[src/rtl/vtp_pkg.sv]
// Package: shared constants for the vendor tuple parser.
// Holds the subtype codes, the field_valid bit map and the permitted lengths.
package vtp_pkg;
    localparam int LEN_W      = 8;
    localparam int BODY_BYTES = 9;   // bytes 0..8 are all a decode ever needs
    localparam int FV_W       = 9;
    localparam int NUM_GAIN   = 8;
    localparam int NUM_BAND   = 2;

    typedef logic [LEN_W-1:0] len_t;

    // field_valid bit positions
    localparam int FV_ID   = 0;
    localparam int FV_BREV = 1;
    localparam int FV_PA   = 2;
    localparam int FV_CC   = 3;
    localparam int FV_ANT  = 4;
    localparam int FV_GAIN = 5;
    localparam int FV_BFL  = 6;
    localparam int FV_LED  = 7;
    localparam int FV_NODE = 8;

    // vendor subtype codes
    localparam logic [7:0] SUB_ID   = 8'd1;
    localparam logic [7:0] SUB_BREV = 8'd2;
    localparam logic [7:0] SUB_PA   = 8'd3;
    localparam logic [7:0] SUB_NAME = 8'd4;
    localparam logic [7:0] SUB_CC   = 8'd5;
    localparam logic [7:0] SUB_ANT  = 8'd6;
    localparam logic [7:0] SUB_GAIN = 8'd7;
    localparam logic [7:0] SUB_BFL  = 8'd8;
    localparam logic [7:0] SUB_LED  = 8'd9;

    // node identifier tuple shape
    localparam logic [7:0] NODE_TAG  = 8'h04;
    localparam logic [7:0] NODE_ALEN = 8'd6;
    localparam len_t       NODE_LEN  = len_t'(8);
endpackage

[src/rtl/vtp_collector.sv]
// Module: vtp_collector
// Gathers the leading bytes of one tuple body into a window and presents a
// view in which the current beat is already merged, so that the decision
// can be made in the same cycle as the end beat.
// Assumes the walker sends at least one beat per tuple, and that in_len and
// in_node are valid on the start beat. Bytes past the window are dropped.
module vtp_collector #(
    parameter int BUF_BYTES = vtp_pkg::BODY_BYTES
) (
    input  logic                        clk,
    input  logic                        rst_n,
    input  logic                        in_valid,
    input  logic                        in_sop,
    input  logic                        in_eop,
    input  logic                        in_node,
    input  vtp_pkg::len_t               in_len,
    input  logic [7:0]                  in_data,
    output logic [BUF_BYTES-1:0][7:0]   view,
    output vtp_pkg::len_t               cur_len,
    output logic                        cur_node,
    output logic                        done
);
    localparam int IW = $clog2(BUF_BYTES + 1);
    localparam logic [IW-1:0] IDX_SAT = IW'(BUF_BYTES);

    logic [BUF_BYTES-1:0][7:0] win_q;
    logic [IW-1:0]             idx_q;
    logic [IW-1:0]             cur_idx;
    vtp_pkg::len_t             len_q;
    logic                      node_q;

    // Position of the present beat within its tuple, plus the header fields
    // taken live on the start beat and from storage afterwards.
    always_comb begin
        cur_idx  = in_sop ? '0 : idx_q;
        cur_len  = in_sop ? in_len : len_q;
        cur_node = in_sop ? in_node : node_q;
        done     = in_valid && in_eop;
    end

    // Window view with the present beat bypassed into its slot.
    always_comb begin
        for (int i = 0; i < BUF_BYTES; i++) begin
            view[i] = (in_valid && cur_idx == IW'(i)) ? in_data : win_q[i];
        end
    end

    // Store beats and advance the saturating byte index.
    always_ff @(posedge clk) begin
        if (!rst_n) begin
            win_q  <= '0;
            idx_q  <= '0;
            len_q  <= '0;
            node_q <= 1'b0;
        end else if (in_valid) begin
            if (cur_idx < IDX_SAT) begin
                win_q[cur_idx] <= in_data;
                idx_q          <= cur_idx + 1'b1;
            end else begin
                idx_q          <= cur_idx;
            end
            if (in_sop) begin
                len_q  <= in_len;
                node_q <= in_node;
            end
        end
    end
endmodule

[src/rtl/vtp_decoder.sv]
// Module: vtp_decoder
// Pure combinational decision for a completed tuple. It raises one update
// strobe when the length fits the subtype, or an error strobe with a code
// when it does not. Name and unknown subtypes and rejected node tuples
// produce neither.
// Assumes code and byte1 are the merged view from the collector.
module vtp_decoder (
    input  logic                        done,
    input  logic                        is_node,
    input  vtp_pkg::len_t               len,
    input  logic [7:0]                  code,
    input  logic [7:0]                  byte1,
    output logic [vtp_pkg::FV_W-1:0]    upd,
    output logic                        err_set,
    output logic [7:0]                  err_val
);
    import vtp_pkg::*;

    logic len_ok;
    int   slot;

    // Select the permitted length set and target field for the subtype.
    always_comb begin
        len_ok = 1'b0;
        slot   = -1;
        unique case (code)
            SUB_ID:   begin slot = FV_ID;   len_ok = (len == len_t'(5)) || (len == len_t'(7)); end
            SUB_BREV: begin slot = FV_BREV; len_ok = (len == len_t'(2)); end
            SUB_PA:   begin slot = FV_PA;   len_ok = (len == len_t'(9)) || (len == len_t'(10)); end
            SUB_CC:   begin slot = FV_CC;   len_ok = (len == len_t'(2)); end
            SUB_ANT:  begin slot = FV_ANT;  len_ok = (len == len_t'(2)); end
            SUB_GAIN: begin slot = FV_GAIN; len_ok = (len == len_t'(2)); end
            SUB_BFL:  begin slot = FV_BFL;  len_ok = (len == len_t'(3)) || (len == len_t'(5)); end
            SUB_LED:  begin slot = FV_LED;  len_ok = (len == len_t'(5)); end
            default:  begin slot = -1;      len_ok = 1'b0; end
        endcase
    end

    // Turn the decision into update and error strobes.
    always_comb begin
        upd     = '0;
        err_set = 1'b0;
        err_val = code;
        if (done) begin
            if (is_node) begin
                if (code == NODE_TAG && byte1 == NODE_ALEN && len == NODE_LEN)
                    upd[FV_NODE] = 1'b1;
            end else if (len == '0) begin
                err_set = 1'b1;
                err_val = 8'h00;
            end else if (slot >= 0) begin
                if (len_ok) upd[slot] = 1'b1;
                else        err_set   = 1'b1;
            end
        end
    end
endmodule

[src/rtl/vtp_field_store.sv]
// Module: vtp_field_store
// Output registers for every captured field. Each is loaded from the tuple
// bytes when its update strobe fires. Replicated outputs are kept as
// separate registers, one per copy.
// Assumes bt[k] holds body byte k of the tuple that just ended.
module vtp_field_store #(
    parameter int NUM_GAIN = vtp_pkg::NUM_GAIN,
    parameter int NUM_BAND = vtp_pkg::NUM_BAND
) (
    input  logic                        clk,
    input  logic                        rst_n,
    input  logic [vtp_pkg::FV_W-1:0]    upd,
    input  logic [8:1][7:0]             bt,
    output logic [15:0]                 vendor_id,
    output logic [7:0]                  board_rev,
    output logic [7:0]                  country,
    output logic [NUM_BAND*8-1:0]       ant_avail,
    output logic [NUM_GAIN*8-1:0]       ant_gain,
    output logic [15:0]                 pa_coef0,
    output logic [15:0]                 pa_coef1,
    output logic [15:0]                 pa_coef2,
    output logic [NUM_BAND*8-1:0]       idle_tgt,
    output logic [NUM_BAND*8-1:0]       max_pwr,
    output logic [15:0]                 board_flags,
    output logic [31:0]                 gpio_map,
    output logic [47:0]                 node_addr
);
    import vtp_pkg::*;

    // Single-copy fields, little-endian assembly.
    always_ff @(posedge clk) begin
        if (!rst_n) begin
            vendor_id   <= '1;
            board_rev   <= '1;
            country     <= '1;
            pa_coef0    <= '1;
            pa_coef1    <= '1;
            pa_coef2    <= '1;
            board_flags <= '0;
            gpio_map    <= '1;
            node_addr   <= '1;
        end else begin
            if (upd[FV_ID])   vendor_id <= {bt[2], bt[1]};
            if (upd[FV_BREV]) board_rev <= bt[1];
            if (upd[FV_CC])   country   <= bt[1];
            if (upd[FV_PA]) begin
                pa_coef0 <= {bt[2], bt[1]};
                pa_coef1 <= {bt[4], bt[3]};
                pa_coef2 <= {bt[6], bt[5]};
            end
            if (upd[FV_BFL])  board_flags <= {bt[2], bt[1]};
            if (upd[FV_LED])  gpio_map    <= {bt[4], bt[3], bt[2], bt[1]};
            if (upd[FV_NODE]) node_addr   <= {bt[2], bt[3], bt[4], bt[5], bt[6], bt[7]};
        end
    end

    // One gain register per band-antenna slot.
    for (genvar g = 0; g < NUM_GAIN; g++) begin : g_gain
        // Load the shared gain byte into this slot.
        always_ff @(posedge clk) begin
            if (!rst_n)             ant_gain[g*8 +: 8] <= '1;
            else if (upd[FV_GAIN])  ant_gain[g*8 +: 8] <= bt[1];
        end
    end

    // Per-band copies of the antenna, idle target and power bytes.
    for (genvar b = 0; b < NUM_BAND; b++) begin : g_band
        // Load this band's copies.
        always_ff @(posedge clk) begin
            if (!rst_n) begin
                ant_avail[b*8 +: 8] <= '1;
                idle_tgt[b*8 +: 8]  <= '1;
                max_pwr[b*8 +: 8]   <= '1;
            end else begin
                if (upd[FV_ANT]) ant_avail[b*8 +: 8] <= bt[1];
                if (upd[FV_PA]) begin
                    idle_tgt[b*8 +: 8] <= bt[7];
                    max_pwr[b*8 +: 8]  <= bt[8];
                end
            end
        end
    end
endmodule

[src/rtl/vendor_tuple_parser.sv]
// Module: vendor_tuple_parser (top)
// Streaming parser for vendor and node-identifier tuple bodies. The
// collector windows the bytes, the decoder rules on the tuple at its end
// beat, and the field store captures the values. This module keeps the
// valid bits and the sticky error record.
// Assumes one tuple at a time, each with its start beat first.
module vendor_tuple_parser #(
    parameter int BUF_BYTES = vtp_pkg::BODY_BYTES,
    parameter int NUM_GAIN  = vtp_pkg::NUM_GAIN,
    parameter int NUM_BAND  = vtp_pkg::NUM_BAND
) (
    input  logic                        clk,
    input  logic                        rst_n,
    input  logic                        in_valid,
    input  logic                        in_sop,
    input  logic                        in_eop,
    input  logic                        in_node,
    input  logic [7:0]                  in_len,
    input  logic [7:0]                  in_data,
    output logic [15:0]                 vendor_id,
    output logic [7:0]                  board_rev,
    output logic [7:0]                  country,
    output logic [NUM_BAND*8-1:0]       ant_avail,
    output logic [NUM_GAIN*8-1:0]       ant_gain,
    output logic [15:0]                 pa_coef0,
    output logic [15:0]                 pa_coef1,
    output logic [15:0]                 pa_coef2,
    output logic [NUM_BAND*8-1:0]       idle_tgt,
    output logic [NUM_BAND*8-1:0]       max_pwr,
    output logic [15:0]                 board_flags,
    output logic [31:0]                 gpio_map,
    output logic [47:0]                 node_addr,
    output logic [vtp_pkg::FV_W-1:0]    field_valid,
    output logic                        err_flag,
    output logic [7:0]                  err_code
);
    logic [BUF_BYTES-1:0][7:0]   view;
    vtp_pkg::len_t               cur_len;
    logic                        cur_node;
    logic                        done;
    logic [vtp_pkg::FV_W-1:0]    dec_upd;
    logic                        dec_err;
    logic [7:0]                  dec_code;

    vtp_collector #(.BUF_BYTES(BUF_BYTES)) u_collect (
        .clk      (clk),
        .rst_n    (rst_n),
        .in_valid (in_valid),
        .in_sop   (in_sop),
        .in_eop   (in_eop),
        .in_node  (in_node),
        .in_len   (in_len),
        .in_data  (in_data),
        .view     (view),
        .cur_len  (cur_len),
        .cur_node (cur_node),
        .done     (done)
    );

    vtp_decoder u_decode (
        .done    (done),
        .is_node (cur_node),
        .len     (cur_len),
        .code    (view[0]),
        .byte1   (view[1]),
        .upd     (dec_upd),
        .err_set (dec_err),
        .err_val (dec_code)
    );

    vtp_field_store #(.NUM_GAIN(NUM_GAIN), .NUM_BAND(NUM_BAND)) u_store (
        .clk         (clk),
        .rst_n       (rst_n),
        .upd         (dec_upd),
        .bt          (view[BUF_BYTES-1:1]),
        .vendor_id   (vendor_id),
        .board_rev   (board_rev),
        .country     (country),
        .ant_avail   (ant_avail),
        .ant_gain    (ant_gain),
        .pa_coef0    (pa_coef0),
        .pa_coef1    (pa_coef1),
        .pa_coef2    (pa_coef2),
        .idle_tgt    (idle_tgt),
        .max_pwr     (max_pwr),
        .board_flags (board_flags),
        .gpio_map    (gpio_map),
        .node_addr   (node_addr)
    );

    // Accumulate the per-field valid bits.
    always_ff @(posedge clk) begin
        if (!rst_n) field_valid <= '0;
        else        field_valid <= field_valid | dec_upd;
    end

    // Sticky error flag; the code of the first error is kept.
    always_ff @(posedge clk) begin
        if (!rst_n) begin
            err_flag <= 1'b0;
            err_code <= '0;
        end else if (dec_err) begin
            err_flag <= 1'b1;
            if (!err_flag) err_code <= dec_code;
        end
    end
endmodule

[config.mk]
export PLATFORM = sky130hd
export DESIGN_NAME = vendor_tuple_parser
export DESIGN_NICKNAME = d
export VERILOG_FILES = /design/src/rtl/vtp_pkg.sv /design/src/rtl/vtp_collector.sv /design/src/rtl/vtp_decoder.sv /design/src/rtl/vtp_field_store.sv /design/src/rtl/vendor_tuple_parser.sv
export SDC_FILE = /design/constraint.sdc
export NUM_CORES = 1
export LEC_CHECK = 0
export ABC_AREA = 1
export CAP_MARGIN = 40
export CORE_MARGIN = 5
export CORE_UTILIZATION = 45
export CTS_BUF_LIST = sky130_fd_sc_hd__clkbuf_8
export CTS_CLUSTER_DIAMETER = 80
export DETAILED_ROUTE_END_ITERATION = 12
export MAX_ROUTING_LAYER = met4
export PLACE_DENSITY_LB_ADDON = 0.2
export SYNTH_ARGS = -nofsm -noshare
export SYNTH_HDL_FRONTEND = slang
export SYNTH_SLANG_ARGS = --single-unit
[constraint.sdc]
create_clock -name clk -period 3.31 [get_ports clk]
set_input_delay 0.993 -clock clk [delete_from_list [all_inputs] [get_ports clk]]
set_output_delay 0.993 -clock clk [all_outputs]
set_load 0.02 [all_outputs]
# Word-level counts from Yosys, hierarchy flattened
# Cells that the tools add are included.
# W data, S select, Z words.
[classes]
add_sub_neg = 1
multipliers = 0
div_mod_pow = 0
n_lt_le_gt_ge = 6
n_eq_ne = 25
n_shift = 0
muxes = 35
bitwise = 2
n_reduce_logical = 22
[op_table]
columns = ["cell", "count"]
rows = [
  ["$pmux W32 S8", 1],
  ["$mux W8", 15],
  ["$bwmux W72", 1],
  ["$ge A32 B1 Y1 const B", 2],
  ["$eq A8 B3 Y1 const B", 7],
  ["$eq A8 B4 Y1 const B", 5],
  ["$mux W9", 4],
  ["$demux W8 S4", 1],
  ["$eq A8 B2 Y1 const B", 4],
  ["$lt A32 B6 Y1 const B", 1],
  ["$eq A4 B3 Y1 const B", 4],
  ["$logic_and A1 B1 Y1", 14],
  ["$mux W1", 9],
  ["$or A9 B9 Y9", 1],
  ["$eq A4 B2 Y1 const B", 2],
  ["$eq A8 B1 Y1 const B", 1],
  ["$logic_not A8 Y1", 1],
  ["$mux W4", 2],
  ["$lt A4 B5 Y1 const B", 1],
  ["$pmux W1 S5", 1],
  ["$add A4 B1 Y4 const B", 1],
  ["$demux W1 S4", 1],
  ["$eq A4 B1 Y1 const B", 1],
  ["$eq A4 B4 Y1 const B", 1],
  ["other kinds (7)", 10],
]
[word_totals]
register_bits = 311
latch_bits = 0
ramBits = 0
mem_bits_ro = 0
input_bits = 22
output_inout_bits = 306
mem_count = 0

# Depth between registers and ports, before layout
[logic_depth]
word_depth = 16
ltp_mapped = 23

# By module
# A second synthesis with hierarchy kept.
[hier_totals]
hier_cells = 1837
area_unflattened_um2 = 13105.1
[modules_own_cells]
columns = ["module", "instances", "cells_each", "area_each_um2", "seq_area_each_um2"]
rows = [
  ["vtp_field_store", 1, 1023, 7878.8, 4164.0],
  ["vtp_collector", 1, 612, 4040.1, 1701.6],
  ["vendor_tuple_parser", 1, 83, 631.9, 360.3],
  ["vtp_decoder", 1, 119, 554.3, 0.0],
]

# Least setup slack after synthesis
# Ideal clock, no wire load.
[synth_timing]
path_kind = "input-to-reg"
startpoint = "in in_sop"
endpoint = "reg u_store.ant_gain[30]"
setup_time_ns = 0.138
arrival_time_ns = 3.194
setup_slack_ns = -0.022
path_stages = 22
path_buffers = 3
cell_sequence = "inv_2 > buf_6 > nand2_1 > ha_1 > nand2_1 > inv_2 > nand3_4 > nand2_1 > nand2_1 > nand2_2 > nor2_4 > buf_6 > nand3_1 > nand2_1 > inv_2 > nand2_2 > nand2_1 > nor2_2 > nand3_4 > buf_6 > nand2_1 > o211ai_2"
[synth_via]
elab_chain_len = 15
elab_cells_between_ends = 41
[synth_lines]
columns = ["element", "line_no", "text"]
rows = [
  ["from (decl)", "vendor_tuple_parser.sv:15", "input logic in_sop,"],
  ["$mux W4", "vtp_collector.sv:35", "cur_idx = in_sop ? '0 : idx_q;"],
  ["$logic_not A4 Y1", "vtp_collector.sv:44", "view[i] = (in_valid && cur_idx == IW'(i)) ? in_data : win_q[i];"],
  ["$logic_and A1 B1 Y1", "vtp_collector.sv:44", ""],
  ["$mux W8", "vtp_collector.sv:44", ""],
  ["$eq A8 B4 Y1 (tied with other cells)", "vtp_decoder.sv:26", "unique case (code)"],
  ["$pmux W32 S8", "vtp_decoder.sv:26", ""],
  ["$ge A32 B1 Y1 or $lt A32 B6 Y1 (tied branches)", "vtp_decoder.sv:51, vtp_decoder.sv:52", ""],
  ["$logic_and A1 B1 Y1 (not written as such)", "vtp_decoder.sv:52", "if (len_ok) upd[slot] = 1'b1;"],
  ["$mux W1 (not written as such)", "vtp_decoder.sv:52", ""],
  ["$demux W1 S4", "--", ""],
  ["$mux W9", "vtp_decoder.sv:52", ""],
  ["$mux W9", "vtp_decoder.sv:51", "end else if (slot >= 0) begin"],
  ["$mux W9", "vtp_decoder.sv:48", "end else if (len == '0) begin"],
  ["$mux W8", "vtp_decoder.sv:45", "if (is_node) begin"],
  ["$mux W9", "vtp_decoder.sv:44", "if (done) begin"],
  ["to (signal, indexed assignment)", "vtp_field_store.sv:62", "else if (upd[FV_GAIN]) ant_gain[g*8 +: 8] <= bt[1];"],
  ["to (decl)", "vtp_field_store.sv:18", "output logic [NUM_GAIN*8-1:0] ant_gain,"],
]
# Several ways; a longest one is shown, not always the timed one.
# A chain may end at the register's enable or synchronous reset.

# Final worst setup path
[layout_timing]
startpoint = "in in_sop"
endpoint = "reg u_store.node_addr[0]"
[layout_via]
elab_chain_len = 15
elab_cells_between_ends = 50
[layout_lines]
columns = ["element", "line_no", "text"]
rows = [
  ["$mux W4", "vtp_collector.sv:35", ""],
  ["$logic_not A4 Y1", "vtp_collector.sv:44", ""],
  ["$logic_and A1 B1 Y1", "vtp_collector.sv:44", ""],
  ["$mux W8", "vtp_collector.sv:44", ""],
  ["$eq A8 B4 Y1 (tied with other cells)", "vtp_decoder.sv:26", ""],
  ["$pmux W32 S8", "vtp_decoder.sv:26", ""],
  ["$ge A32 B1 Y1 or $lt A32 B6 Y1 (tied branches)", "vtp_decoder.sv:51, vtp_decoder.sv:52", ""],
  ["$logic_and A1 B1 Y1 (not written as such)", "vtp_decoder.sv:52", ""],
  ["$mux W1 (not written as such)", "vtp_decoder.sv:52", ""],
  ["$demux W1 S4", "--", ""],
  ["$mux W9", "vtp_decoder.sv:52", ""],
  ["$mux W9", "vtp_decoder.sv:51", ""],
  ["$mux W9", "vtp_decoder.sv:48", ""],
  ["$mux W1", "vtp_decoder.sv:45", ""],
  ["$mux W9", "vtp_decoder.sv:44", ""],
  ["to (signal assigned)", "vtp_field_store.sv:53", "if (upd[FV_NODE]) node_addr <= {bt[2], bt[3], bt[4], bt[5], bt[6], bt[7]};"],
  ["to (decl)", "vtp_field_store.sv:26", "output logic [47:0] node_addr"],
]
# Several ways; a longest one is shown, not always the timed one.

==> results.json <==
{
  "synth_edf_count": 0,
  "yosysMostFrequentCell": "nand2_1",
  "worst_pin_slew_ns": 0.845,
  "drcViolationCount": 0,
  "clk_latency_ns": 0.59,
  "p_seq_frac": 0.497,
  "synth_fp_nets": 1493,
  "firstDrtPassIters": 5,
  "dieHeight_um": 175,
  "h-tree-depth": 2,
  "required_ns": 3.81,
  "path_clk_slew_ns": 0.06,
  "grt_pass1_vias": 10400,
  "synthFlopType": "dfxtp_1",
  "dp_hpwl_um": 24100,
  "skew_ns": 0.0350,
  "r2r_slack_ns": 0.55,
  "seq_area_frac_synth": 0.509,
  "hold-worst-slack_ns": 0.443,
  "start_util": 0.455,
  "fin_setup_tns_ns": 0,
  "grt_pass1_wl_um": 55800,
  "setup_viol": 0,
  "p_comb_frac": 0.070,
  "p_clk_frac": 0.433,
  "arrival_ns": 3.57,
  "hp-class": "reg2reg",
  "core_area_um2": 26900,
  "slowest_delay_ns": 0.29,
  "place_ws_ns": -0.644,
  "num_vias": 11200,
  "met1_usage": 0.296,
  "cp-start-kind": "input pin",
  "use_met2": 0.365,
  "cts_root_buf": "clkbuf_8",
  "yosys_warnings": 0,
  "critical_path_class": "in2reg",
  "yosys-top-cells-area": "dfxtp_1 (51%), nand2_1 (9.7%), o211ai_1 (7.6%)",
  "synth_area_um2": 12200,
  "clk_path_buf_depth": 3,
  "power_leakage_nw": 8.02,
  "vias_per_cell": 5.08,
  "antenna_cells": 0,
  "hold_viol": 0,
  "antenna_found_initial": 0,
  "synthArstFlopShare": 0,
  "ios": 328,
  "final_max_slew_viol_count": 0,
  "path_max_fanout": 12,
  "numPortBuffers": 327,
  "p_sw_frac": 0.244,
  "cp_cell_sequence": "dlymetal6s2s_1 -> inv_2 -> nand2_1 -> buf_4 -> inv_1 -> ha_1 -> nand2_1 -> nor2_8 -> buf_4 -> nand2_1 -> o21ai_2 -> nand2_1 -> nor3_1 -> nand4_4 -> buf_12 -> clkbuf_16 -> buf_4 -> o21ai_1",
  "powerDensity_nw_per_um2": 438,
  "post-route-worst-setup-slack_ns": 0.244,
  "rsz0062_at_grt": "no",
  "synthDistinctLibCells": 41,
  "drt_iter0_drc": 803,
  "tritoncts": "yes",
  "p_sw_w": 0.00186,
  "cts_hold_buffers": 0,
  "ir_worst_vdd_mv": 0.284,
  "ys_top_cells_by_count": "nand2_1 (316), dfxtp_1 (311), nor2_1 (144), o211ai_1 (124), o21ai_0 (90)",
  "totalWireLength_um": 37800,
  "status": "complete, no violations",
  "routabilityCongestion": 0.834,
  "grt_start_max_net_pins": 96,
  "critPathMostFrequentCell": "nand2_1",
  "synth_seq_cells": 311,
  "nets": 1851,
  "yosysTopAreaCell": "dfxtp_1",
  "postSynthCellCount": 1466,
  "maxCapViolations": 0,
  "rows": 60,
  "grt_busiest_layer": "met2",
  "grt_use_met3": 0.0448,
  "area_growth_pct": 42.2,
  "ant_nets": 0,
  "clock.fmax_ghz": 0.326,
  "finalCriticalPeriod_ns": 3.07,
  "die_x_um": 175,
  "dieArea_um2": 30600,
  "slew_headroom": 0.431,
  "drive_above_1_share": 0.159,
  "synth.top_cell.area_share": 0.509,
  "cts_made_buffers": 51,
  "wl_per_cell_um": 17.2,
  "cpMaxStageDelayCell": "nor3_1",
  "avgSynthCellArea_um2": 8.34,
  "grt_overflow_total": 0,
  "crit_path_end_kind": "flop",
  "clock-sinks": 311,
  "track_usage": 0.228,
  "period_share": 0.926,
  "internal-power_w": 0.00576
}
==> final timing paths <==
check	from	end	cells past startpoint
min reg2reg	err_code[5]	err_code[5]	2
min	err_code[5]	err_code[5]	2
max	in_sop	u_store.node_addr[0]	18
max reg2reg	u_collect.idx_q[0]	u_store.node_addr[0]	16
==> cell type report <==
class | instances | area, µm²
clock buffer | 66 | 908
clock inverter | 24 | 114
fill | 2280 | 9490
inverter | 95 | 364
multi-input combinational | 896 | 4730
sequential | 311 | 6230
tap | 341 | 427
timing repair buffer | 469 | 4620
==> registers in the layout, summed over array words and instances, names as in the netlist <==
signal / cells
u_store.idle_tgt: 8
u_store.gpio_map: 32
u_collect.win_q: 72
u_store.country: 8
field_valid: 9
u_collect.len_q: 8
u_store.vendor_id: 16
err_code: 8
u_store.pa_coef0: 16
err_flag: 1
u_collect.idx_q: 4
u_store.board_rev: 8
u_store.board_flags: 16
u_store.pa_coef2: 16
u_store.ant_avail: 8
u_store.node_addr: 48
u_store.ant_gain: 8
u_collect.node_q: 1
u_store.max_pwr: 8
u_store.pa_coef1: 16
==> critical path, delay by kind of cell <==
kind,cells,cell delay [ns]
buffers and inverters,8,1.19
adders and majority gates,1,0.14
AOI/OAI and AO/OA,2,0.22
and+or+nand+nor,7,1.02
==> what timing repair did <==
item                                   in CTS  in global routing
gates resized for setup                     3                 15
pin swaps                                   1                  7
gates cloned                                1                 10
setup endpoints to repair                  30                226
endpoints found under the hold margin       0                  0
buffers inserted                            1                 12
==> logic make-up after synthesis <==
logic type      count (synthesis)  synth area share
fa+ha+maj                       5           0.00512
buf+inv                       264             0.115
simple gates                  532             0.183
compound gates                354             0.188
flops                         311             0.509
==> cells in the final DEF, fill, tap and decap left out, types with 4 or more instances in the layout <==
cell type / count
o211ai_1: 124
o21ai_2: 7
clkbuf_8: 66
o211ai_2: 21
dfxtp_1: 311
nor3_1: 7
nand3_2: 5
ha_1: 5
inv_2: 7
nor2_1: 141
clkinv_1: 8
o21ai_0: 90
nor2_2: 4
clkdlybuf4s50_1: 325
nand3_1: 30
buf_4: 121
inv_1: 97
a21oi_1: 66
nand2_2: 16
clkbuf_16: 4
nand3_4: 7
buf_12: 14
nand2_1: 309
o21ai_1: 39
==> through the flow <==
| stage | instances | total power, W | cell area (µm²) | util |
|---|---|---|---|---|
| finish | 2202 | 0.00762 | 17400 | 0.647 |
| global route | 2202 | 0.00791 | 17400 | 0.647 |
| CTS | 2180 | 0.00766 | 17000 | 0.634 |
| detailed placement | 2088 | 0.00438 | 16000 | 0.595 |
| global placement | 2088 | 0.00437 | 16000 | 0.595 |
| floorplan | 1466 | 0.00413 | 12200 | - |
==> power by group through the flow <==
stage / sequential, W / clock [W] / combinational (W)
4_1_cts: 0.00379 / 0.00335 / 0.000517
6_report: 0.00379 / 0.00330 / 0.000530
3_5_place_dp: 0.00387 / 0 / 0.000507
2_1_floorplan: 0.00387 / 0 / 0.000256
3_3_place_gp: 0.00387 / 0 / 0.000503
5_1_grt: 0.00379 / 0.00354 / 0.000580
==> metal layers <==
layer,up-vias,share of wire
met5,-,0
met4,0,0.023
met3,52,0.065
met2,387,0.46
met1,5240,0.45
li1,5511,-
Power figures use the tool's default switching activity.
